--- src/rtl/ssa_pkg.sv ---
package ssa_pkg;

    typedef enum logic {
        SEQ_IDLE = 1'b0,
        SEQ_RUN  = 1'b1
    } seq_state_e;

    typedef struct packed {
        logic sum;
        logic carry;
    } fa_out_t;

    function automatic fa_out_t full_add(input logic a, input logic b, input logic cin);
        fa_out_t r;
        r.sum   = a ^ b ^ cin;
        r.carry = (a & b) | (a & cin) | (b & cin);
        return r;
    endfunction

endpackage

--- src/rtl/ssa_bit_seq.sv ---
module ssa_bit_seq
    import ssa_pkg::*;
#(
    parameter int STEPS = 16
) (
    input  logic clk,
    input  logic rst,
    input  logic start_i,
    input  logic op_sub_i,
    output logic accept_o,
    output logic step_o,
    output logic last_o,
    output logic sub_o,
    output logic busy_o,
    output logic done_o
);
    localparam int CNT_W = (STEPS > 1) ? $clog2(STEPS) : 1;
    localparam logic [CNT_W-1:0] CNT_TOP = CNT_W'(STEPS - 1);

    seq_state_e        state_q;
    logic [CNT_W-1:0]  cnt_q;
    logic              sub_q;
    logic              done_q;

    assign accept_o = start_i && (state_q == SEQ_IDLE);
    assign step_o   = (state_q == SEQ_RUN);
    assign last_o   = step_o && (cnt_q == '0);
    assign sub_o    = sub_q;
    assign busy_o   = step_o;
    assign done_o   = done_q;

    always_ff @(posedge clk) begin
        if (rst) begin
            state_q <= SEQ_IDLE;
            cnt_q   <= '0;
            sub_q   <= 1'b0;
            done_q  <= 1'b0;
        end else begin
            done_q <= 1'b0;
            if (accept_o) begin
                state_q <= SEQ_RUN;
                cnt_q   <= CNT_TOP;
                sub_q   <= op_sub_i;
            end else if (last_o) begin
                state_q <= SEQ_IDLE;
                done_q  <= 1'b1;
            end else if (step_o) begin
                cnt_q <= cnt_q - 1'b1;
            end
        end
    end
endmodule

--- src/rtl/ssa_serial_adder.sv ---
module ssa_serial_adder
    import ssa_pkg::*;
(
    input  logic clk,
    input  logic rst,
    input  logic preset_i,
    input  logic preset_val_i,
    input  logic step_i,
    input  logic last_i,
    input  logic invert_b_i,
    input  logic a_bit_i,
    input  logic b_bit_i,
    output logic sum_bit_o,
    output logic carry_stat_o
);
    logic    carry_q;
    logic    stat_q;
    fa_out_t fa;

    always_comb begin
        fa = full_add(a_bit_i, b_bit_i ^ invert_b_i, carry_q);
    end

    assign sum_bit_o    = fa.sum;
    assign carry_stat_o = stat_q;

    always_ff @(posedge clk) begin
        if (rst) begin
            carry_q <= 1'b0;
            stat_q  <= 1'b0;
        end else begin
            if (preset_i) begin
                carry_q <= preset_val_i;
            end else if (step_i) begin
                carry_q <= fa.carry;
            end
            if (last_i) begin
                stat_q <= fa.carry;
            end
        end
    end
endmodule

--- src/rtl/ssa_reg_stack.sv ---
module ssa_reg_stack #(
    parameter int WIDTH = 16,
    parameter int DEPTH = 8
) (
    input  logic             clk,
    input  logic             rst,
    input  logic             push_i,
    input  logic [WIDTH-1:0] push_data_i,
    input  logic             step_i,
    input  logic             last_i,
    input  logic             sum_bit_i,
    output logic [WIDTH-1:0] top_o,
    output logic             top_lsb_o,
    output logic             sec_lsb_o
);
    logic [WIDTH-1:0] ent_q [DEPTH];

    assign top_o     = ent_q[0];
    assign top_lsb_o = ent_q[0][0];
    assign sec_lsb_o = ent_q[1][0];

    // Top entry: shifts right with each new sum bit entering at the MSB.
    always_ff @(posedge clk) begin
        if (rst) begin
            ent_q[0] <= '0;
        end else if (push_i) begin
            ent_q[0] <= push_data_i;
        end else if (step_i) begin
            ent_q[0] <= {sum_bit_i, ent_q[0][WIDTH-1:1]};
        end
    end

    // Second entry: shifts right in step; refilled from the third on the pop.
    always_ff @(posedge clk) begin
        if (rst) begin
            ent_q[1] <= '0;
        end else if (push_i) begin
            ent_q[1] <= ent_q[0];
        end else if (last_i) begin
            ent_q[1] <= (DEPTH > 2) ? ent_q[2 % DEPTH] : '0;
        end else if (step_i) begin
            ent_q[1] <= {1'b0, ent_q[1][WIDTH-1:1]};
        end
    end

    // Deeper entries: push moves them down, the pop moves them up, bottom gets zero.
    for (genvar g = 2; g < DEPTH; g++) begin : g_deep
        logic [WIDTH-1:0] below;
        if (g == DEPTH - 1) begin : g_bottom
            assign below = '0;
        end else begin : g_mid
            assign below = ent_q[g + 1];
        end
        always_ff @(posedge clk) begin
            if (rst) begin
                ent_q[g] <= '0;
            end else if (push_i) begin
                ent_q[g] <= ent_q[g - 1];
            end else if (last_i) begin
                ent_q[g] <= below;
            end
        end
    end
endmodule

--- src/rtl/ser_stack_alu.sv ---
module ser_stack_alu #(
    parameter int WIDTH = 16,
    parameter int DEPTH = 8
) (
    input  logic             clk,
    input  logic             rst,
    input  logic             start_i,
    input  logic             op_sub_i,
    input  logic             push_i,
    input  logic [WIDTH-1:0] push_data_i,
    output logic             busy_o,
    output logic             done_o,
    output logic             carry_o,
    output logic [WIDTH-1:0] tos_o
);
    logic accept, step, last, sub_sel;
    logic top_lsb, sec_lsb, sum_bit;
    logic push_ok;

    assign push_ok = push_i && !busy_o && !start_i;

    ssa_bit_seq #(.STEPS(WIDTH)) u_seq (
        .clk      (clk),
        .rst      (rst),
        .start_i  (start_i),
        .op_sub_i (op_sub_i),
        .accept_o (accept),
        .step_o   (step),
        .last_o   (last),
        .sub_o    (sub_sel),
        .busy_o   (busy_o),
        .done_o   (done_o)
    );

    ssa_serial_adder u_add (
        .clk          (clk),
        .rst          (rst),
        .preset_i     (accept),
        .preset_val_i (op_sub_i),
        .step_i       (step),
        .last_i       (last),
        .invert_b_i   (sub_sel),
        .a_bit_i      (top_lsb),
        .b_bit_i      (sec_lsb),
        .sum_bit_o    (sum_bit),
        .carry_stat_o (carry_o)
    );

    ssa_reg_stack #(.WIDTH(WIDTH), .DEPTH(DEPTH)) u_stack (
        .clk         (clk),
        .rst         (rst),
        .push_i      (push_ok),
        .push_data_i (push_data_i),
        .step_i      (step),
        .last_i      (last),
        .sum_bit_i   (sum_bit),
        .top_o       (tos_o),
        .top_lsb_o   (top_lsb),
        .sec_lsb_o   (sec_lsb)
    );
endmodule

--- config.mk ---
export PLATFORM = sky130hd
export DESIGN_NAME = ser_stack_alu
export DESIGN_NICKNAME = d
export VERILOG_FILES = /design/src/rtl/ssa_pkg.sv /design/src/rtl/ssa_bit_seq.sv /design/src/rtl/ssa_serial_adder.sv /design/src/rtl/ssa_reg_stack.sv /design/src/rtl/ser_stack_alu.sv
export SDC_FILE = /design/constraint.sdc
export NUM_CORES = 1
export LEC_CHECK = 0
export BUFFER_PORTS_ARGS = -buffer_cell sky130_fd_sc_hd__buf_4
export CAP_MARGIN = 5
export CELL_PAD_IN_SITES_DETAIL_PLACEMENT = 0
export CELL_PAD_IN_SITES_GLOBAL_PLACEMENT = 1
export CORE_UTILIZATION = 43
export CTS_BUF_LIST = sky130_fd_sc_hd__clkbuf_4 sky130_fd_sc_hd__clkbuf_8
export CTS_CLUSTER_SIZE = 40
export DETAILED_ROUTE_END_ITERATION = 12
export PLACE_DENSITY_LB_ADDON = 0.08
export SETUP_SLACK_MARGIN = 0.2
export SLEW_MARGIN = 40
export SYNTH_ARGS = -nofsm -noshare
export SYNTH_HDL_FRONTEND = slang
export SYNTH_SLANG_ARGS = --single-unit
--- constraint.sdc ---
create_clock -name clk -period 7.4 [get_ports clk]
set_input_delay 0.74 -clock clk [delete_from_list [all_inputs] [get_ports clk]]
set_output_delay 0.74 -clock clk [all_outputs]
set_load 0.03 [all_outputs]
==> impl_metrics.env, run 1 <==
export IMPL_n_antenna_cell=0
export IMPL_cp_cell_sequence="nor2b_2, buf_4, and2_2, buf_4, a22o_1"
export IMPL_status="complete, no violations"
export IMPL_path_max_fanout=66
export IMPL_syn_inst=397
export IMPL_io_buffer_count=39
export IMPL_skew_ns=0.00973
export IMPL_groute_usage_overall=0.178
export IMPL_max_cap_violations=0
export IMPL_max_freq_mhz=346
export IMPL_cts_resized=0
export IMPL_synth_compound_area_frac=0.195
export IMPL_drt_pass1_iterations=4
export IMPL_first_iter_violations=279
export IMPL_fin_setup_tns_ns=0
export IMPL_avgSynthCellArea_um2=14.8
export IMPL_synth_seq_cells=137
export IMPL_cts_tree="built"
export IMPL_fp_row_count=42
export IMPL_async_flop_share=0
export IMPL_slew_viol_final=0
export IMPL_viasPerCell=5.81
export IMPL_mostFrequentLayoutCells="edfxtp_1, a22o_1, buf_4"
export IMPL_final_layout_size_suffix_gt1_frac=0.192
export IMPL_synth_ff_type="edfxtp_1"
export IMPL_critPathLaunchType="register"
export IMPL_irDropWorstVdd_v=0.000172
export IMPL_ios=40
export IMPL_min_path_type="register to register"
export IMPL_globalplace_congestion=0.689
export IMPL_min_from="u_seq.sub_o$_SDFFE_PP0P_"
export IMPL_power_density_nw_per_um2=273
export IMPL_cts_buffer_depth=2
export IMPL_synth_mux_area_frac=0.00192
export IMPL_timing_rr_start="u_seq.busy_o$_SDFFE_PP0P_"
export IMPL_remaining_drc_errors=0
export IMPL_numClockSinks=137
export IMPL_post_cts_buffers=0
export IMPL_rrSetupSlack_ns=4.51
export IMPL_grt_pass1_wl_um=18800
export IMPL_synthToLayoutAreaGrowth_pct=12.3
export IMPL_die_h_um=119
export IMPL_synth_edf_count=128
export IMPL_die_w_um=119
export IMPL_overflow=0
export IMPL_synth_fp_nets=421
export IMPL_clkTransAtPathRegs_ns=0.07
export IMPL_synthSimpleGateAreaFrac=0.0550
export IMPL_hold_buffers=0
export IMPL_hold_depth=2
export IMPL_r2r_end="u_stack.ent_q[1][27]$_DFFE_PP_"
export IMPL_worst_slew_pin_slew_ns=0.794
export IMPL_worstSetupPathType="register to register"
export IMPL_ys_warnings_count=0
export IMPL_totalPowerFinal_mw=1.80
export IMPL_synth_xor_area_share=0.00298
export IMPL_syn_cell_area_um2=5870
export IMPL_die_area_um2=14100
export IMPL_yosysUniqueCellTypes=33
export IMPL_cp_arrival_ns=3.21
export IMPL_hpwlAfterDp_um=6590
export IMPL_clk_latency_ns=0.46
export IMPL_min_period_over_period=0.391
export IMPL_routed_wl_um=11800
export IMPL_rsz0062_at_grt="false"
export IMPL_antenna_found_initial=0
export IMPL_required_ns=7.72
export IMPL_finalSetupViolCount=0
export IMPL_synth_top_family_by_area="compound AO/OA/AOI/OAI gates"
export IMPL_cpMaxStageDelayCell="dfxtp_1"
export IMPL_clockRootBuffer="clkbuf_8"
export IMPL_core_area_um2=13300
export IMPL_cts_made_buffers=17
export IMPL_synth_seq_area_share=0.685
export IMPL_p_leak_nw=2.40
export IMPL_reg2reg_depth=5
export IMPL_h_tree_depth=4
export IMPL_period_needed_ns=2.89
export IMPL_start_util=0.442
export IMPL_hold_end="u_seq.sub_o$_SDFFE_PP0P_"
export IMPL_wl_per_cell_um=19.7
export IMPL_critical_path_endpoint_type="register"
export IMPL_critical_path_max_stage_delay_ns=0.84
export IMPL_cpMostUsedCell="buf_4"
export IMPL_hold_viol_final=0
export IMPL_vias=3468
export IMPL_relSlewSlack=0.471
export IMPL_ant_nets=0
export IMPL_layout_commonest_cell="edfxtp_1"
export IMPL_yosys_area_share_adder=0.00767
export IMPL_grt_start_max_net_pins=87
export IMPL_grt_pass1_vias=3381
export IMPL_fin_nets=432
[cells in the mapped netlist (3+ instances only)]
master	count	share of area
a211oi_1	4	0.0051
a21oi_1	18	0.015
a22o_1	95	0.14
a32oi_1	15	0.022
and2_1	17	0.018
buf_1	4	0.0026
buf_2	19	0.016
buf_4	18	0.023
clkbuf_1	13	0.0083
dfxtp_1	9	0.031
edfxtp_1	128	0.65
inv_1	4	0.0026
nand2_1	5	0.0032
nand2b_1	5	0.0053
nor2_1	3	0.0019
nor3_1	17	0.014
o21ai_0	3	0.0026
[cell families after synthesis]
family,after synthesis
AO/OA/AOI/OAI,141
XOR/XNOR,2
adder cells (fa/ha/maj),3
buffers and inverters,58
flip-flops,137
multiplexers,1
AND/OR/NAND/NOR,55
[cell type report]
class / count / area [um^2]
Sequential cell: 137 / 4020
Multi-Input combinational cell: 202 / 1570
Clock buffer: 17 / 234
Timing Repair Buffer: 46 / 353
Inverter: 4 / 15.0
Fill cell: 1164 / 6700
Clock inverter: 15 / 183
Tap cell: 176 / 220
[metrics by stage]
| step | cells | hold WS [ns] | worst slack (ns) | utilization | instance area, um^2 |
|---|---|---|---|---|---|
| floorplan | 397 | 0.449 | 2.23 | - | 5870 |
| global placement | 565 | 0.460 | 4.56 | 0.464 | 6170 |
| detailed placement | 565 | 0.475 | 4.53 | 0.465 | 6180 |
| CTS | 597 | 0.486 | 4.49 | 0.496 | 6590 |
| global route | 597 | 0.510 | 4.29 | 0.496 | 6600 |
| finish | 597 | 0.480 | 4.51 | 0.496 | 6600 |
[layer usage]
metal,share of wire,global-route usage
met1,0.49,0.245
met2,0.47,0.262
met3,0.032,0.0603
met4,0.013,0.0641
met5,0,0
[where the power goes]
group / switching, mW / internal [mW] / total, mW
combinational: 0.104 / 0.0583 / 0.163
sequential: 0.0522 / 0.935 / 0.987
clock: 0.290 / 0.361 / 0.650
total: 0.446 / 1.35 / 1.80
[critical path: cells and delay by family, from the launching register on]
kind / cells / cell delay, ns
flops: 1 / 0.84
compound gates: 1 / 0.23
simple gates: 2 / 0.67
buf+inv: 2 / 0.95
[flip-flops by register name, summed over array words and instances, names as in the netlist]
| register | cells |
|---|---|
| u_stack.ent_q | 128 |
| u_seq.sub_o | 1 |
| u_seq.busy_o | 1 |
| u_seq.cnt_q | 4 |
| u_add.carry_stat_o | 1 |
| u_seq.done_o | 1 |
| u_add.carry_q | 1 |
[worst max path at each step]
stage	slack, ns	start	end
6_report	4.51	u_seq.busy_o$_SDFFE_PP0P_	u_stack.ent_q[1][27]$_DFFE_PP_
5_1_grt	4.29	u_seq.busy_o$_SDFFE_PP0P_	u_stack.ent_q[1][27]$_DFFE_PP_
3_5_place_dp	4.53	u_seq.busy_o$_SDFFE_PP0P_	u_stack.ent_q[1][10]$_SDFFCE_PN0P_
4_1_cts	4.49	u_seq.busy_o$_SDFFE_PP0P_	u_stack.ent_q[1][10]$_SDFFCE_PN0P_
2_1_floorplan	2.23	start_i	u_stack.ent_q[0][32]$_DFFE_PP_
3_3_place_gp	4.56	u_seq.busy_o$_SDFFE_PP0P_	u_stack.ent_q[1][2]$_SDFFCE_PN0P_
(Power assumes the default switching activity.)
==> inputs of run 2 (changes only) <==
ABC_AREA = 1   (was unset)
clock period = 2.8 ns   (was 7.4 ns; I/O delays follow)
==> impl_metrics.env, run 2 <==
export IMPL_wl_per_cell_um=14.9
export IMPL_grt_start_max_net_pins=81
export IMPL_cp_cell_sequence="inv_1, ha_1, nand4_1, nand3_4, buf_4"
export IMPL_numClockSinks=137
export IMPL_die_h_um=121
export IMPL_worst_slew_pin_slew_ns=0.683
export IMPL_synth_most_common_cell="inv_1"
export IMPL_hold_buffers=0
export IMPL_power_density_nw_per_um2=657
export IMPL_groute_usage_overall=0.177
export IMPL_viasPerCell=4.95
export IMPL_worstSetupPathType="register to register"
export IMPL_cts_buffer_depth=2
export IMPL_clkTransAtPathRegs_ns=0.07
export IMPL_ff_latch_area_um2=4020
export IMPL_max_freq_mhz=514
export IMPL_synth_edf_count=128
export IMPL_die_w_um=121
export IMPL_core_area_um2=13800
export IMPL_required_ns=2.93
export IMPL_skew_ns=0.00938
export IMPL_avgSynthCellArea_um2=10.7
export IMPL_fin_setup_tns_ns=0
export IMPL_dpl_cell_area_um2=6430
export IMPL_period_needed_ns=1.95
export IMPL_timing_rr_start="u_seq.cnt_q[0]$_SDFFE_PP0P_"
export IMPL_min_period_over_period=0.695
export IMPL_cts_tree="built"
export IMPL_n_antenna_cell=0
export IMPL_status="complete, no violations"
export IMPL_slew_viol_final=0
export IMPL_synth_top_cell_by_area="edfxtp_1"
export IMPL_clockRootBuffer="clkbuf_8"
export IMPL_synth_ff_type="edfxtp_1"
export IMPL_vias=3889
export IMPL_syn_inst=569
export IMPL_p_leak_nw=2.77
export IMPL_cpMaxStageDelayCell="nand3_4"
export IMPL_cts_resized=0
export IMPL_netlist_area_leader_share=0.634
export IMPL_globalplace_congestion=0.792
export IMPL_grt_pass1_vias=3959
export IMPL_hold_viol_final=0
export IMPL_synth_seq_cells=137
export IMPL_rrSetupSlack_ns=0.85
export IMPL_critical_path_endpoint_type="register"
export IMPL_finalSetupViolCount=0
export IMPL_utilization=0.488
export IMPL_drt_pass1_iterations=4
export IMPL_remaining_drc_errors=0
export IMPL_fp_row_count=43
export IMPL_min_from="rst"
export IMPL_r2r_end="u_stack.ent_q[1][57]$_SDFFCE_PP0P_"
export IMPL_syn_cell_area_um2=6070
export IMPL_nFillCells=1323
export IMPL_dp_cells=754
export IMPL_routed_wl_um=11700
export IMPL_fin_nets=617
export IMPL_stdcell_count=786
export IMPL_overflow=0
export IMPL_critPathLaunchType="register"
export IMPL_final_layout_size_suffix_gt1_frac=0.139
export IMPL_ys_warnings_count=0
export IMPL_grt_pass1_wl_um=19500
export IMPL_hpwlAfterDp_um=7330
export IMPL_start_util=0.439
export IMPL_max_cap_violations=0
export IMPL_synth_seq_area_share=0.663
export IMPL_hold_end="u_seq.sub_o$_SDFFE_PP0P_"
export IMPL_cts_made_buffers=17
export IMPL_reg2reg_depth=5
export IMPL_mostFrequentLayoutCells="inv_1, edfxtp_1, o22ai_1"
export IMPL_ios=40
export IMPL_irDropWorstVdd_v=0.000274
export IMPL_min_path_type="input port to register"
export IMPL_cp_arrival_ns=2.07
export IMPL_synthTopCellsByCount="inv_1, edfxtp_1, o22ai_1, nor2_1, nand2_1"
export IMPL_first_iter_violations=256
export IMPL_path_max_fanout=30
export IMPL_clk_latency_ns=0.43
export IMPL_yosys_top_cells_area="edfxtp_1, inv_1, o22ai_1"
export IMPL_h_tree_depth=4
export IMPL_relSlewSlack=0.544
export IMPL_fin_area_um2=6750
export IMPL_async_flop_share=0
export IMPL_post_cts_buffers=0
export IMPL_rsz0062_at_grt="false"
export IMPL_largest_register_ffs=128
export IMPL_reg_top3="u_stack.ent_q: 128 flops, u_seq.cnt_q: 4 flops"
export IMPL_synth_fp_nets=593
export IMPL_hold_ws_ns=0.0701
export IMPL_io_buffer_count=39
export IMPL_multi_input_area_um2=1280
export IMPL_layout_commonest_cell="inv_1"
export IMPL_yosysUniqueCellTypes=23
export IMPL_hold_depth=2
export IMPL_ant_nets=0
export IMPL_synthToLayoutAreaGrowth_pct=11.3
export IMPL_antenna_found_initial=0
export IMPL_die_area_um2=14600
export IMPL_regMostFlops="u_stack.ent_q"
export IMPL_critical_path_max_stage_delay_ns=0.45
[run 2: per-stage QoR]
| step | setup slack (ns) | total power [mW] |
|---|---|---|
| 6_report | 0.853 | 4.44 |
| 5_1_grt | 0.686 | 4.64 |
| 4_1_cts | 0.820 | 4.50 |
| 3_5_place_dp | 0.844 | 3.15 |
| 3_3_place_gp | 0.883 | 3.13 |
| 2_1_floorplan | 0.481 | 2.98 |
[run 2: layout make-up]
| class | instances | area share |
|---|---|---|
| Clock buffer | 20 | 0.0380 |
| Clock inverter | 12 | 0.00890 |
| Inverter | 142 | 0.0793 |
| Multi-Input combinational cell | 249 | 0.189 |
| Sequential cell | 137 | 0.596 |
| Tap cell | 180 | 0.0334 |
| Timing Repair Buffer | 46 | 0.0549 |
[run 2: cell families after synthesis]
kind of cell,count (synthesis),share of synthesized area
buf+inv,183,0.129
simple gates,139,0.0941
flops,137,0.663
compound gates,106,0.105
fa+ha+maj,3,0.00743
xor+xnor,1,0.00144
[run 2: power by group]
group | switching (mW) | internal, mW
clock | 0.726 | 0.617
sequential | 0.0747 | 2.48
combinational | 0.378 | 0.164
total | 1.18 | 3.26
[run 2: worst max path at each step]
stage | end | slack [ns] | start | cells past startpoint
floorplan | u_stack.ent_q[0][32]$_DFFE_PP_ | 0.48 | u_seq.busy_o$_SDFFE_PP0P_ | 5
global placement | u_stack.ent_q[1][41]$_DFFE_PP_ | 0.88 | u_seq.cnt_q[0]$_SDFFE_PP0P_ | 5
detailed placement | u_stack.ent_q[1][57]$_SDFFCE_PP0P_ | 0.84 | u_seq.cnt_q[0]$_SDFFE_PP0P_ | 5
CTS | u_stack.ent_q[1][57]$_SDFFCE_PP0P_ | 0.82 | u_seq.cnt_q[0]$_SDFFE_PP0P_ | 5
global route | u_stack.ent_q[1][57]$_SDFFCE_PP0P_ | 0.69 | u_seq.cnt_q[0]$_SDFFE_PP0P_ | 5
finish | u_stack.ent_q[1][57]$_SDFFCE_PP0P_ | 0.85 | u_seq.cnt_q[0]$_SDFFE_PP0P_ | 5
[run 2: critical path, delay by kind of cell (launching register included)]
| kind | cells | cell delay [ns] |
|---|---|---|
| AND/OR/NAND/NOR | 2 | 0.68 |
| adder cells (fa/ha/maj) | 1 | 0.19 |
| flip-flops | 1 | 0.30 |
| buffers and inverters | 2 | 0.45 |
[run 2: metal layers]
metal | track usage | vias to the layer above | share of wire
li1 | - | 1929 | -
met4 | 0.0694 | 0 | 0.012
met1 | 0.226 | 1898 | 0.45
met3 | 0.0434 | 14 | 0.027
met2 | 0.291 | 48 | 0.51
met5 | 0 | - | 0
==> inputs of run 3 (changes only) <==
clock period = 1.9 ns   (was 2.8 ns; I/O delays follow)
==> impl_metrics.env, run 3 (same netlist as run 2, synthesis figures left out) <==
export IMPL_die_w_um=121
export IMPL_mostFrequentLayoutCells="inv_1, edfxtp_1, o22ai_1"
export IMPL_overflow=0
export IMPL_die_h_um=121
export IMPL_min_period_over_period=0.853
export IMPL_power_density_nw_per_um2=957
export IMPL_path_max_fanout=16
export IMPL_min_from="op_sub_i"
export IMPL_p_leak_nw=2.92
export IMPL_regMostFlops="u_stack.ent_q"
export IMPL_cts_buffer_depth=2
export IMPL_clockRootBuffer="clkbuf_8"
export IMPL_largest_register_ffs=128
export IMPL_worstSetupPathType="input port to register"
export IMPL_multi_input_area_um2=1290
export IMPL_numClockSinks=137
export IMPL_core_area_um2=13800
export IMPL_layout_commonest_cell="inv_1"
export IMPL_ff_latch_area_um2=4030
export IMPL_worst_slew_pin_slew_ns=0.536
export IMPL_final_layout_size_suffix_gt1_frac=0.163
export IMPL_nFillCells=1246
export IMPL_remaining_drc_errors=0
export IMPL_status="complete, no violations"
export IMPL_synthToLayoutAreaGrowth_pct=16.6
export IMPL_ios=40
export IMPL_cp_arrival_ns=1.76
export IMPL_grt_pass1_wl_um=19900
export IMPL_fp_row_count=43
export IMPL_critPathLaunchType="input port"
export IMPL_cts_made_buffers=17
export IMPL_groute_usage_overall=0.180
export IMPL_h_tree_depth=4
export IMPL_vias=3990
export IMPL_grt_start_max_net_pins=85
export IMPL_rsz0062_at_grt="false"
export IMPL_globalplace_congestion=0.705
export IMPL_finalSetupViolCount=0
export IMPL_dpl_cell_area_um2=6530
export IMPL_io_buffer_count=39
export IMPL_crit_start="rst"
export IMPL_die_area_um2=14600
export IMPL_hpwlAfterDp_um=7820
export IMPL_viasPerCell=4.96
export IMPL_drt_pass1_iterations=5
export IMPL_clk_latency_ns=0.44
export IMPL_timing_rr_start="u_seq.cnt_q[1]$_SDFFE_PP0P_"
export IMPL_fin_nets=635
export IMPL_wl_per_cell_um=16.0
export IMPL_grt_pass1_vias=4057
export IMPL_clkTransAtPathRegs_ns=0.07
export IMPL_ant_nets=0
export IMPL_slew_viol_final=0
export IMPL_first_iter_violations=305
export IMPL_start_util=0.439
export IMPL_antenna_found_initial=0
export IMPL_totalPowerFinal_mw=6.77
export IMPL_n_antenna_cell=0
export IMPL_fin_area_um2=7080
export IMPL_period_needed_ns=1.62
export IMPL_hold_viol_final=0
export IMPL_max_freq_mhz=617
export IMPL_irDropWorstVdd_v=0.000422
export IMPL_max_cap_violations=0
export IMPL_cts_tree="built"
export IMPL_min_path_type="input port to register"
export IMPL_relSlewSlack=0.642
export IMPL_critical_path_endpoint_type="register"
export IMPL_required_ns=2.04
export IMPL_skew_ns=0.00983
export IMPL_reg_top3="u_stack.ent_q: 128 flops, u_seq.cnt_q: 4 flops"
export IMPL_routed_wl_um=12900
## run 3: path summary, 6_finish.rpt
check / end / depth (start not counted) / slack [ns]
worst min register to register: u_seq.sub_o$_SDFFE_PP0P_ / 2 / 0.49
worst min-delay path: u_seq.sub_o$_SDFFE_PP0P_ / 3 / 0.07
worst max-delay path: u_stack.ent_q[1][7]$_SDFFCE_PN0P_ / 7 / 0.28
worst max register to register: u_stack.ent_q[0][25]$_DFFE_PP_ / 10 / 0.31
## run 3: what timing repair did
action / in CTS / in global routing
pin swaps: 0 / 3
gates resized for setup: 1 / 10
hold endpoints to repair: 4 / 0
buffers inserted: 0 / 6
cloned: 0 / 5
endpoints found under the setup margin: 16 / 120
hold buffers: 1 / 0
## run 3: final cells by class
class,instances,share of cell area
sequential,137,0.569
inverter,142,0.0771
timing repair buffer,63,0.0921
clock buffer,19,0.0352
tap,180,0.0318
multi-input combinational,250,0.182
clock inverter,13,0.0122
## run 3: critical path, cell delays in order
cell           delay, ns
dlygate4sd3_1       0.53
buf_4               0.17
inv_4               0.15
nand4_4             0.21
buf_4               0.20
nand3_1             0.10
buf_12              0.19
## run 3: stage by stage
step                      TNS (ns)  std cells   util  setup slack [ns]  hold slack (ns)
after floorplan              -3.74        569      -           -0.0468            0.253
after global placement           0        760  0.472             0.194            0.426
after detailed placement         0        760  0.472             0.125            0.432
after CTS                        0        793  0.497             0.208           0.0431
after global routing             0        804  0.512             0.209           0.0631
final                            0        804  0.512             0.279           0.0713
## run 3: power by group
group,internal (mW),switching [mW]
sequential,3.65,0.114
clock,1.02,1.09
combinational,0.309,0.591
total,4.98,1.79
## run 3: layer usage
metal / share of wire / global-route usage
met5: 0 / 0
met4: 0.014 / 0.0671
met3: 0.028 / 0.0410
met2: 0.51 / 0.305
met1: 0.45 / 0.225
